**src/rtl/pswal_pkg.sv**
```systemverilog
package pswal_pkg;
  localparam int BW       = 13;
  localparam int AW       = 6;
  localparam int SELW     = 2;
  localparam int BASE_LOG = 3;
  localparam int PCW      = BASE_LOG + (1 << SELW);
  localparam logic [BW-1:0] B_MIN = BW'(3);

  typedef struct packed {
    logic [SELW-1:0] sel;
    logic [BW-1:0]   b;
    logic [AW-1:0]   a;
  } ratio_t;

  localparam ratio_t RATIO_RST = '{sel: '0, b: BW'(3), a: '0};

  function automatic logic [PCW-1:0] base_of(logic [SELW-1:0] sel);
    return PCW'(1) << (BASE_LOG + int'(sel));
  endfunction

  function automatic logic ratio_ok(ratio_t r);
    return (r.b >= B_MIN) && (r.b >= {{(BW-AW){1'b0}}, r.a});
  endfunction
endpackage

```
**src/rtl/pswal_cfg.sv**
```systemverilog
module pswal_cfg
  import pswal_pkg::*;
(
  input  logic   clk,
  input  logic   rst_n,
  input  logic   load,
  input  ratio_t req,
  output ratio_t pend,
  output logic   err
);
  ratio_t pend_nx;
  logic   err_nx;
  logic   req_ok;

  always_comb begin
    req_ok  = ratio_ok(req);
    pend_nx = pend;
    err_nx  = err;
    if (load) begin
      if (req_ok) pend_nx = req;
      err_nx = !req_ok;
    end
  end

  always_ff @(posedge clk or negedge rst_n) begin
    if (!rst_n) begin
      pend <= RATIO_RST;
      err  <= 1'b0;
    end else begin
      pend <= pend_nx;
      err  <= err_nx;
    end
  end

  // a refused load raises the flag and leaves the pending ratio alone
  p_refuse_r6: assert property (@(posedge clk) disable iff (!rst_n)
    (load && !ratio_ok(req)) |=> (err && $stable(pend)));
  // the pending ratio is legal at all times
  p_pend_legal_r6: assert property (@(posedge clk) disable iff (!rst_n)
    ratio_ok(pend));
endmodule

```
**src/rtl/pswal_prescaler.sv**
```systemverilog
module pswal_prescaler
  import pswal_pkg::*;
(
  input  logic           clk,
  input  logic           rst_n,
  input  logic           reload,
  input  logic [PCW-1:0] span,
  output logic           tick
);
  logic [PCW-1:0] cnt;
  logic [PCW-1:0] cnt_nx;

  always_comb begin
    tick   = (cnt == '0);
    cnt_nx = reload ? span : cnt - PCW'(1);
  end

  always_ff @(posedge clk or negedge rst_n) begin
    if (!rst_n) cnt <= base_of(RATIO_RST.sel) - PCW'(1);
    else        cnt <= cnt_nx;
  end

  // the modulus count never exceeds the largest modulus 65 (count 64)
  p_cnt_cap_r2: assert property (@(posedge clk) disable iff (!rst_n)
    cnt <= PCW'(1 << (PCW-1)));
  // without a reload the count steps down by one
  p_step_r2: assert property (@(posedge clk) disable iff (!rst_n)
    (!reload && !tick) |=> (cnt == $past(cnt) - PCW'(1)));
endmodule

```
**src/rtl/pswal_swallow.sv**
```systemverilog
module pswal_swallow
  import pswal_pkg::*;
(
  input  logic            clk,
  input  logic            rst_n,
  input  logic            hold,
  input  logic            tick,
  input  ratio_t          pend,
  output logic            wrap,
  output logic [SELW-1:0] nx_sel,
  output logic            nx_plus
);
  logic [SELW-1:0] sel_q;
  logic [AW-1:0]   a_cnt, a_nx;
  logic [BW-1:0]   b_cnt, b_nx;
  logic            reload;

  always_comb begin
    wrap   = tick && !hold && (b_cnt == BW'(1));
    reload = hold || wrap;
    nx_sel = sel_q;
    a_nx   = a_cnt;
    b_nx   = b_cnt;
    if (reload) begin
      nx_sel = pend.sel;
      a_nx   = pend.a;
      b_nx   = pend.b;
    end else if (tick) begin
      b_nx = b_cnt - BW'(1);
      a_nx = (a_cnt != '0) ? a_cnt - AW'(1) : '0;
    end
    nx_plus = (a_nx != '0);
  end

  always_ff @(posedge clk or negedge rst_n) begin
    if (!rst_n) begin
      sel_q <= RATIO_RST.sel;
      a_cnt <= RATIO_RST.a;
      b_cnt <= RATIO_RST.b;
    end else begin
      sel_q <= nx_sel;
      a_cnt <= a_nx;
      b_cnt <= b_nx;
    end
  end

  // swallowed cycles never outnumber the remaining prescaler cycles
  p_a_le_b_r4: assert property (@(posedge clk) disable iff (!rst_n)
    {{(BW-AW){1'b0}}, a_cnt} <= b_cnt);
  // the main counter never reaches zero
  p_b_live_r1: assert property (@(posedge clk) disable iff (!rst_n)
    b_cnt != '0);
endmodule

```
**src/rtl/pswal_divider.sv**
```systemverilog
module pswal_divider
  import pswal_pkg::*;
(
  input  logic            clk,
  input  logic            rst_n,
  input  logic [SELW-1:0] mod_sel,
  input  logic [BW-1:0]   b_in,
  input  logic [AW-1:0]   a_in,
  input  logic            cfg_load,
  input  logic            cnt_hold,
  output logic            div_pulse,
  output logic            cfg_err
);
  logic [1:0]      rsync;
  logic            rst_n_s;
  ratio_t          req, pend;
  logic            tick, wrap, nx_plus;
  logic [SELW-1:0] nx_sel;
  logic [PCW-1:0]  span;
  logic            pre_reload;

  always_ff @(posedge clk or negedge rst_n) begin
    if (!rst_n) rsync <= '0;
    else        rsync <= {rsync[0], 1'b1};
  end
  assign rst_n_s = rsync[1];

  always_comb begin
    req        = '{sel: mod_sel, b: b_in, a: a_in};
    span       = base_of(nx_sel) - PCW'(1) + PCW'(nx_plus);
    pre_reload = cnt_hold || tick;
  end

  pswal_cfg u_cfg (
    .clk(clk), .rst_n(rst_n_s), .load(cfg_load), .req(req),
    .pend(pend), .err(cfg_err)
  );

  pswal_prescaler u_pre (
    .clk(clk), .rst_n(rst_n_s), .reload(pre_reload), .span(span),
    .tick(tick)
  );

  pswal_swallow u_swl (
    .clk(clk), .rst_n(rst_n_s), .hold(cnt_hold), .tick(tick),
    .pend(pend), .wrap(wrap), .nx_sel(nx_sel), .nx_plus(nx_plus)
  );

  always_ff @(posedge clk or negedge rst_n_s) begin
    if (!rst_n_s) div_pulse <= 1'b0;
    else          div_pulse <= wrap;
  end

  // the output pulse lasts one cycle
  p_pulse_single_r3: assert property (@(posedge clk) disable iff (!rst_n_s)
    div_pulse |=> !div_pulse);
  // holding the counters suppresses the pulse
  p_hold_quiet_r7: assert property (@(posedge clk) disable iff (!rst_n_s)
    cnt_hold |=> !div_pulse);
endmodule

```
**config.mk**
```make
export PLATFORM = sky130hd
export DESIGN_NAME = pswal_divider
export DESIGN_NICKNAME = d
export VERILOG_FILES = /design/src/rtl/pswal_pkg.sv /design/src/rtl/pswal_cfg.sv /design/src/rtl/pswal_prescaler.sv /design/src/rtl/pswal_swallow.sv /design/src/rtl/pswal_divider.sv
export SDC_FILE = /design/constraint.sdc
export NUM_CORES = 1
export LEC_CHECK = 0
export BUFFER_PORTS_ARGS = -buffer_cell sky130_fd_sc_hd__buf_2
export CAP_MARGIN = 20
export CORE_UTILIZATION = 60
export CTS_CLUSTER_DIAMETER = 100
export CTS_CLUSTER_SIZE = 8
export DETAILED_ROUTE_END_ITERATION = 8
export PLACE_DENSITY = 0.77
export SYNTH_ARGS = -nofsm -noshare
export SYNTH_HDL_FRONTEND = slang
export SYNTH_SLANG_ARGS = --single-unit
```
**constraint.sdc**
```tcl
create_clock -name clk -period 1.9 [get_ports clk]
set_input_delay 0.285 -clock clk [delete_from_list [all_inputs] [get_ports clk]]
set_output_delay 0.285 -clock clk [all_outputs]
set_load 0.02 [all_outputs]
```
Yosys cells after proc, flatten, opt, wreduce, memory -nomap -nowiden --
Cells that the tools add are included.
Word-level totals: word-level logic and storage cells 39, register bits 53, output and inout port bits 2, input port bits 25
Operators by class: $lt $le $gt $ge 2, reductions and logical operators 12, muxes and demuxes 7, shifts and indexed selects 1, eq/ne operators 1, $add $sub $neg 6
Operators by type and width (number):
- 13-bit two-way mux | 2
- 6-bit two-way mux | 3
- 7-bit by 1-bit subtractor with 7-bit output, second input constant | 2
- 13-bit by 1-bit == test with 1-bit output, second input constant | 1
- 13-bit by 2-bit >= comparator with 1-bit output, second input constant | 1
- 13-bit by 6-bit >= comparator with 1-bit output | 1
- 13-bit by 1-bit subtractor with 13-bit output, second input constant | 1
- 6-bit nonzero test | 2
- 7-bit by 1-bit adder with 7-bit output | 1
- 7-bit zero test | 1
- 7-bit two-way mux | 1
- 1-bit by 3-bit left shift with 7-bit output, first input constant | 1
- 6-bit by 1-bit subtractor with 6-bit output, second input constant | 1
- 2-bit by 2-bit adder with 3-bit output, first input constant | 1
- 1-bit logical AND | 3
- 1-bit zero test | 2
- 1-bit logical OR | 2
- 2-bit two-way mux | 1
- 2-bit AND reduction | 1
- 2-bit nonzero test | 1

Logic depth before layout (Yosys ltp) --
depth in word-level cells 10, mapped depth 14, gate-level depth less buffers 13

Modules after synthesis --
Synthesis repeated with hierarchy kept, for this count alone.
Unflattened totals: cells, all modules 284, area total of the unflattened synthesis 2954.1 um^2
By module, submodules not included:
- pswal_swallow | instances 1, area an instance 1331.3 um^2, sequential area each 528.0 um^2, cells an instance 146
- pswal_cfg | instances 1, area an instance 1062.3 um^2, sequential area each 553.0 um^2, cells an instance 79
- pswal_prescaler | instances 1, area an instance 372.9 um^2, sequential area each 178.9 um^2, cells an instance 38
- pswal_divider | instances 1, area an instance 187.7 um^2, sequential area each 75.1 um^2, cells an instance 21

Least setup slack after synthesis --
Ideal clock, no wire load.
path type flip-flop to flip-flop, start point reg u_pre.cnt[3], end point reg u_pre.cnt[6], arrival time 2.656 ns, stages on the path, launching flop included 11, setup time 0.122 ns, required time 1.778 ns, path buffers 0, slack -0.878 ns, period minus slack after synthesis 2.778 ns, cell sequence dfrtp_1 > or4_4 > nor4b_2 > mux2i_1 > mux2_2 > o311ai_0 > nor4_2 > ha_1 > ha_1 > nor2_1 > a32o_1
Between the ends: longest elaborated chain between the ends 10, elaborated cells between the ends (all ways) 15, those cells by class 4 x add/sub; 1 x shift; 4 x mux; 6 x reduce/logical
RTL lines:
- start: declaration | line pswal_prescaler.sv:10 | logic [PCW-1:0] cnt;
- start signal: assignment | line pswal_prescaler.sv:19 | if (!rst_n) cnt <= base_of(RATIO_RST.sel) - PCW'(1);
- start signal: assignment | line pswal_prescaler.sv:20 | else cnt <= cnt_nx;
- 7-bit zero test | line pswal_prescaler.sv:14 | tick = (cnt == '0);
- 1-bit logical AND (2 in series) | line pswal_swallow.sv:19 | wrap = tick && !hold && (b_cnt == BW'(1));
- 1-bit logical OR | line pswal_swallow.sv:20 | reload = hold || wrap;
- 2-bit two-way mux | line pswal_swallow.sv:24 | if (reload) begin
- 2-bit by 2-bit adder with 3-bit output | line pswal_pkg.sv:18 | return PCW'(1) << (BASE_LOG + int'(sel));
- 1-bit by 3-bit left shift with 7-bit output | line pswal_pkg.sv:18
- 7-bit by 1-bit subtractor with 7-bit output | line pswal_divider.sv:30 | span = base_of(nx_sel) - PCW'(1) + PCW'(nx_plus);
- 7-bit by 1-bit adder with 7-bit output | line pswal_divider.sv:30
- 7-bit two-way mux (*) | line pswal_prescaler.sv:15 | cnt_nx = reload ? span : cnt - PCW'(1);
- net u_pre.cnt_nx[6] | line pswal_prescaler.sv:11 | logic [PCW-1:0] cnt_nx;
Mark *: on every way through the listed nets, which the timed path passes. The rest lies on a longest branch. A chain may end at the register's enable or synchronous reset.

Worst setup path after layout --
start point reg u_pre.cnt[4], end point reg u_pre.cnt[6]
Same word-level chain as after synthesis.

==> results_dict.tcl <==
set metrics [dict create \
    ys_top_cells_by_area "dfrtp_1, nand2_1, dfstp_2" \
    path_cells "or4_4 > nor4b_4 > mux2i_2 > mux2_4 > o311ai_4 > nor4_2 > ha_2 > ha_4 > nor2_2 > a32o_1" \
    cts.reportedPaths.clkPinSlew_ps 100 \
    clk_latency_ps 330 \
    netlist_area_mm2 0.003276 \
    peakVddDrop_v 0.0005256 \
    synth_edf_count 0 \
    core-area_mm2 0.005172 \
    reg2reg_from "u_pre.cnt[4]" \
    grt_overflow 0 \
    initial_core_util 0.6333 \
    startpoint_type "flop" \
    place.gp.congestion 0.8363 \
    grt_usage 0.4069 \
    clock_path_buffers 2 \
    crit_slowest_cell "or4_4" \
    netlist_instances 371 \
    io_pins 27 \
    first_global_vias 3423 \
    first_pass_iters 8 \
    fillCellCount 203 \
    clock_sinks 53 \
    num_rows 26 \
    synth_seq_area_share 0.4076 \
    route.vias.total 3961 \
    grt_max_degree 48 \
    slew_violations 0 \
    ys_async_sr_fraction 1.000 \
    cp.arrival_ps 3420 \
    dpl_worst_slack_ps -977.8 \
    die_x_um 75.89 \
    crit_start "u_pre.cnt[4]" \
    power.density_mw_per_mm2 962.1 \
    crit_fanout 2 \
    holdCritPathClass "reg -> async" \
    remaining_drc_errors 0 \
    required_ps 2110 \
    cts_made_buffers 5 \
    drive_gt1_frac 0.4025 \
    fin_crit_ps 3213 \
    rsz0062_at_grt "true" \
    layout_common_cells "buf_4, nand2_1, dfrtp_1" \
    drv_cap 0 \
    grt_pass1_wl_um 17000 \
    postRouteAntennaNets 0 \
    finalPower_uw 4526 \
    layout_commonest_cell "buf_4" \
    num_antenna_cells 0 \
    drt_iter0_markers 558 \
    wl_per_cell_um 25.32 \
    finClkSkew_ps 20.15 \
    wl_um 13850 \
    finalSetupViolations 28 \
    hpwlAfterDp_um 5919 \
    syn_avg_cell_area_um2 8.829 \
    yosys.area.top_type "dfrtp_1" \
    outcome "complete, but fails checks" \
    hold_violations 0 \
    p_leak_uw 0.002039 \
    ys_types 59 \
    clockRootBuffer "clkbuf_8" \
    slowest_delay_ps 570 \
    violations "negative setup slack" \
    ys.flop_type "dfrtp_1" \
    synth_top_area_share 0.3514 \
    dieArea_mm2 0.005759 \
    synth-seq-cells 53 \
    slew_headroom 0.6512 \
    die-height_um 75.89 \
    io_buffers 26 \
    viasPerCell 7.241 \
    fmax_mhz 311.2 \
    setup_ws_ps -1313 \
    worst_slew_pin_slew_ps 516.7 \
    nets 514 \
    htreeDepth 2 \
    crit_type "reg -> reg" \
    ys_warn_count 0 \
    period_share 1.691 \
    endpoint_kind "flop" \
    tritoncts "built" \
    antenna_found_initial 0 \
    syn2layout_area_growth_pct 43.62 \
]
## metal layers
| layer | routed length, um | global-route usage |
|---|---|---|
| met1 | 4616 | 0.4894 |
| met3 | 1931 | 0.1138 |
| met4 | 1117 | 0.2346 |
| met2 | 6185 | 0.6549 |
| met5 | 0 | 0 |
## Yosys cell counts, types with 2 or more instances
library cell	count
dfrtp_1	46
a21o_1	2
clkbuf_1	15
or4b_2	5
o311ai_0	7
buf_6	2
nand2_1	58
nor4_1	5
xnor2_1	6
xor2_1	2
and3_1	2
nor3_2	2
nand3_1	10
a21oi_1	23
mux2i_1	4
nor2_1	21
buf_2	4
nor3_1	10
o211ai_1	15
o21ai_1	5
o21a_1	2
nor3b_1	3
inv_1	18
o21ai_0	30
o31ai_1	2
o22a_1	2
nand2b_1	3
nand4_1	2
ha_1	13
nor4b_1	14
o22ai_1	3
dfstp_2	7
mux2_2	2
## flip-flops by register name, indices dropped and copies added (netlist names)
signal and flops:
u_swl.sel_q 2, u_pre.cnt 7, div_pulse 1, u_cfg.err 1, u_cfg.pend 21, rsync 2
u_swl.a_cnt 6, u_swl.b_cnt 13
## path summary, 6_finish.rpt
path                                  endpoint  depth (start not counted)  slack [ps]
worst max register to register    u_pre.cnt[6]                         10       -1310
worst max-delay path              u_pre.cnt[6]                         10       -1310
worst min register to register  u_cfg.pend[18]                          0          90
max in group asynchronous         u_pre.cnt[0]                          1        1270
worst min-delay path            u_cfg.pend[18]                          0          90
min in group clk                u_cfg.pend[17]                          3         220
## final cells by class
cell class,count,area [um^2],area share
clock buffers,6,72.57,0.01543
clock inverters,2,35.03,0.007447
inverters,18,67.56,0.01436
multi-input cells,281,2112,0.4489
flip-flops and latches,53,1336,0.2840
well taps,70,87.58,0.01862
repair buffers,117,993.5,0.2112
## timing repair
item	4_1_cts	5_1_grt
pin swaps	21	10
gates resized for setup	61	45
gates cloned	4	1
hold buffers	1	0
hold endpoints to repair	2	0
setup endpoints to repair	23	28
buffers inserted	14	14
## worst max-delay path, delay by kind of cell, from the launching register on
family	cells	cell delay, ps
AO/OA/AOI/OAI	2	370
adder cells (fa/ha/maj)	2	420
flip-flops	1	410
multiplexers	2	750
AND/OR/NAND/NOR	4	1150
## power by group
group / internal [uW] / switching, uW
clock network: 393 / 410
logic: 975 / 1130
registers: 1380 / 235
## cell families after synthesis
kind of cell    Yosys count  synth area share
flops                    53            0.4076
simple gates            145            0.2399
mux                       6           0.01910
compound gates          105            0.2082
buf+inv                  40           0.05309
xor+xnor                  8           0.02139
fa+ha+maj                13           0.04966
other cells               1          0.001145
## metrics by stage
stage                     TNS (ps)  cell area, um^2  cells  hold WS [ps]    util
after floorplan             -852.0             3318    373        -10.59       -
after global placement       -8070             3899    507         68.18  0.7537
after detailed placement     -9720             3899    507         72.87  0.7537
after CTS                   -10680             4422    534         89.83  0.8549
after global routing        -21930             4705    547         102.0  0.9095
final                       -18300             4705    547         90.81  0.9095
Power figures use the tool's default switching activity.
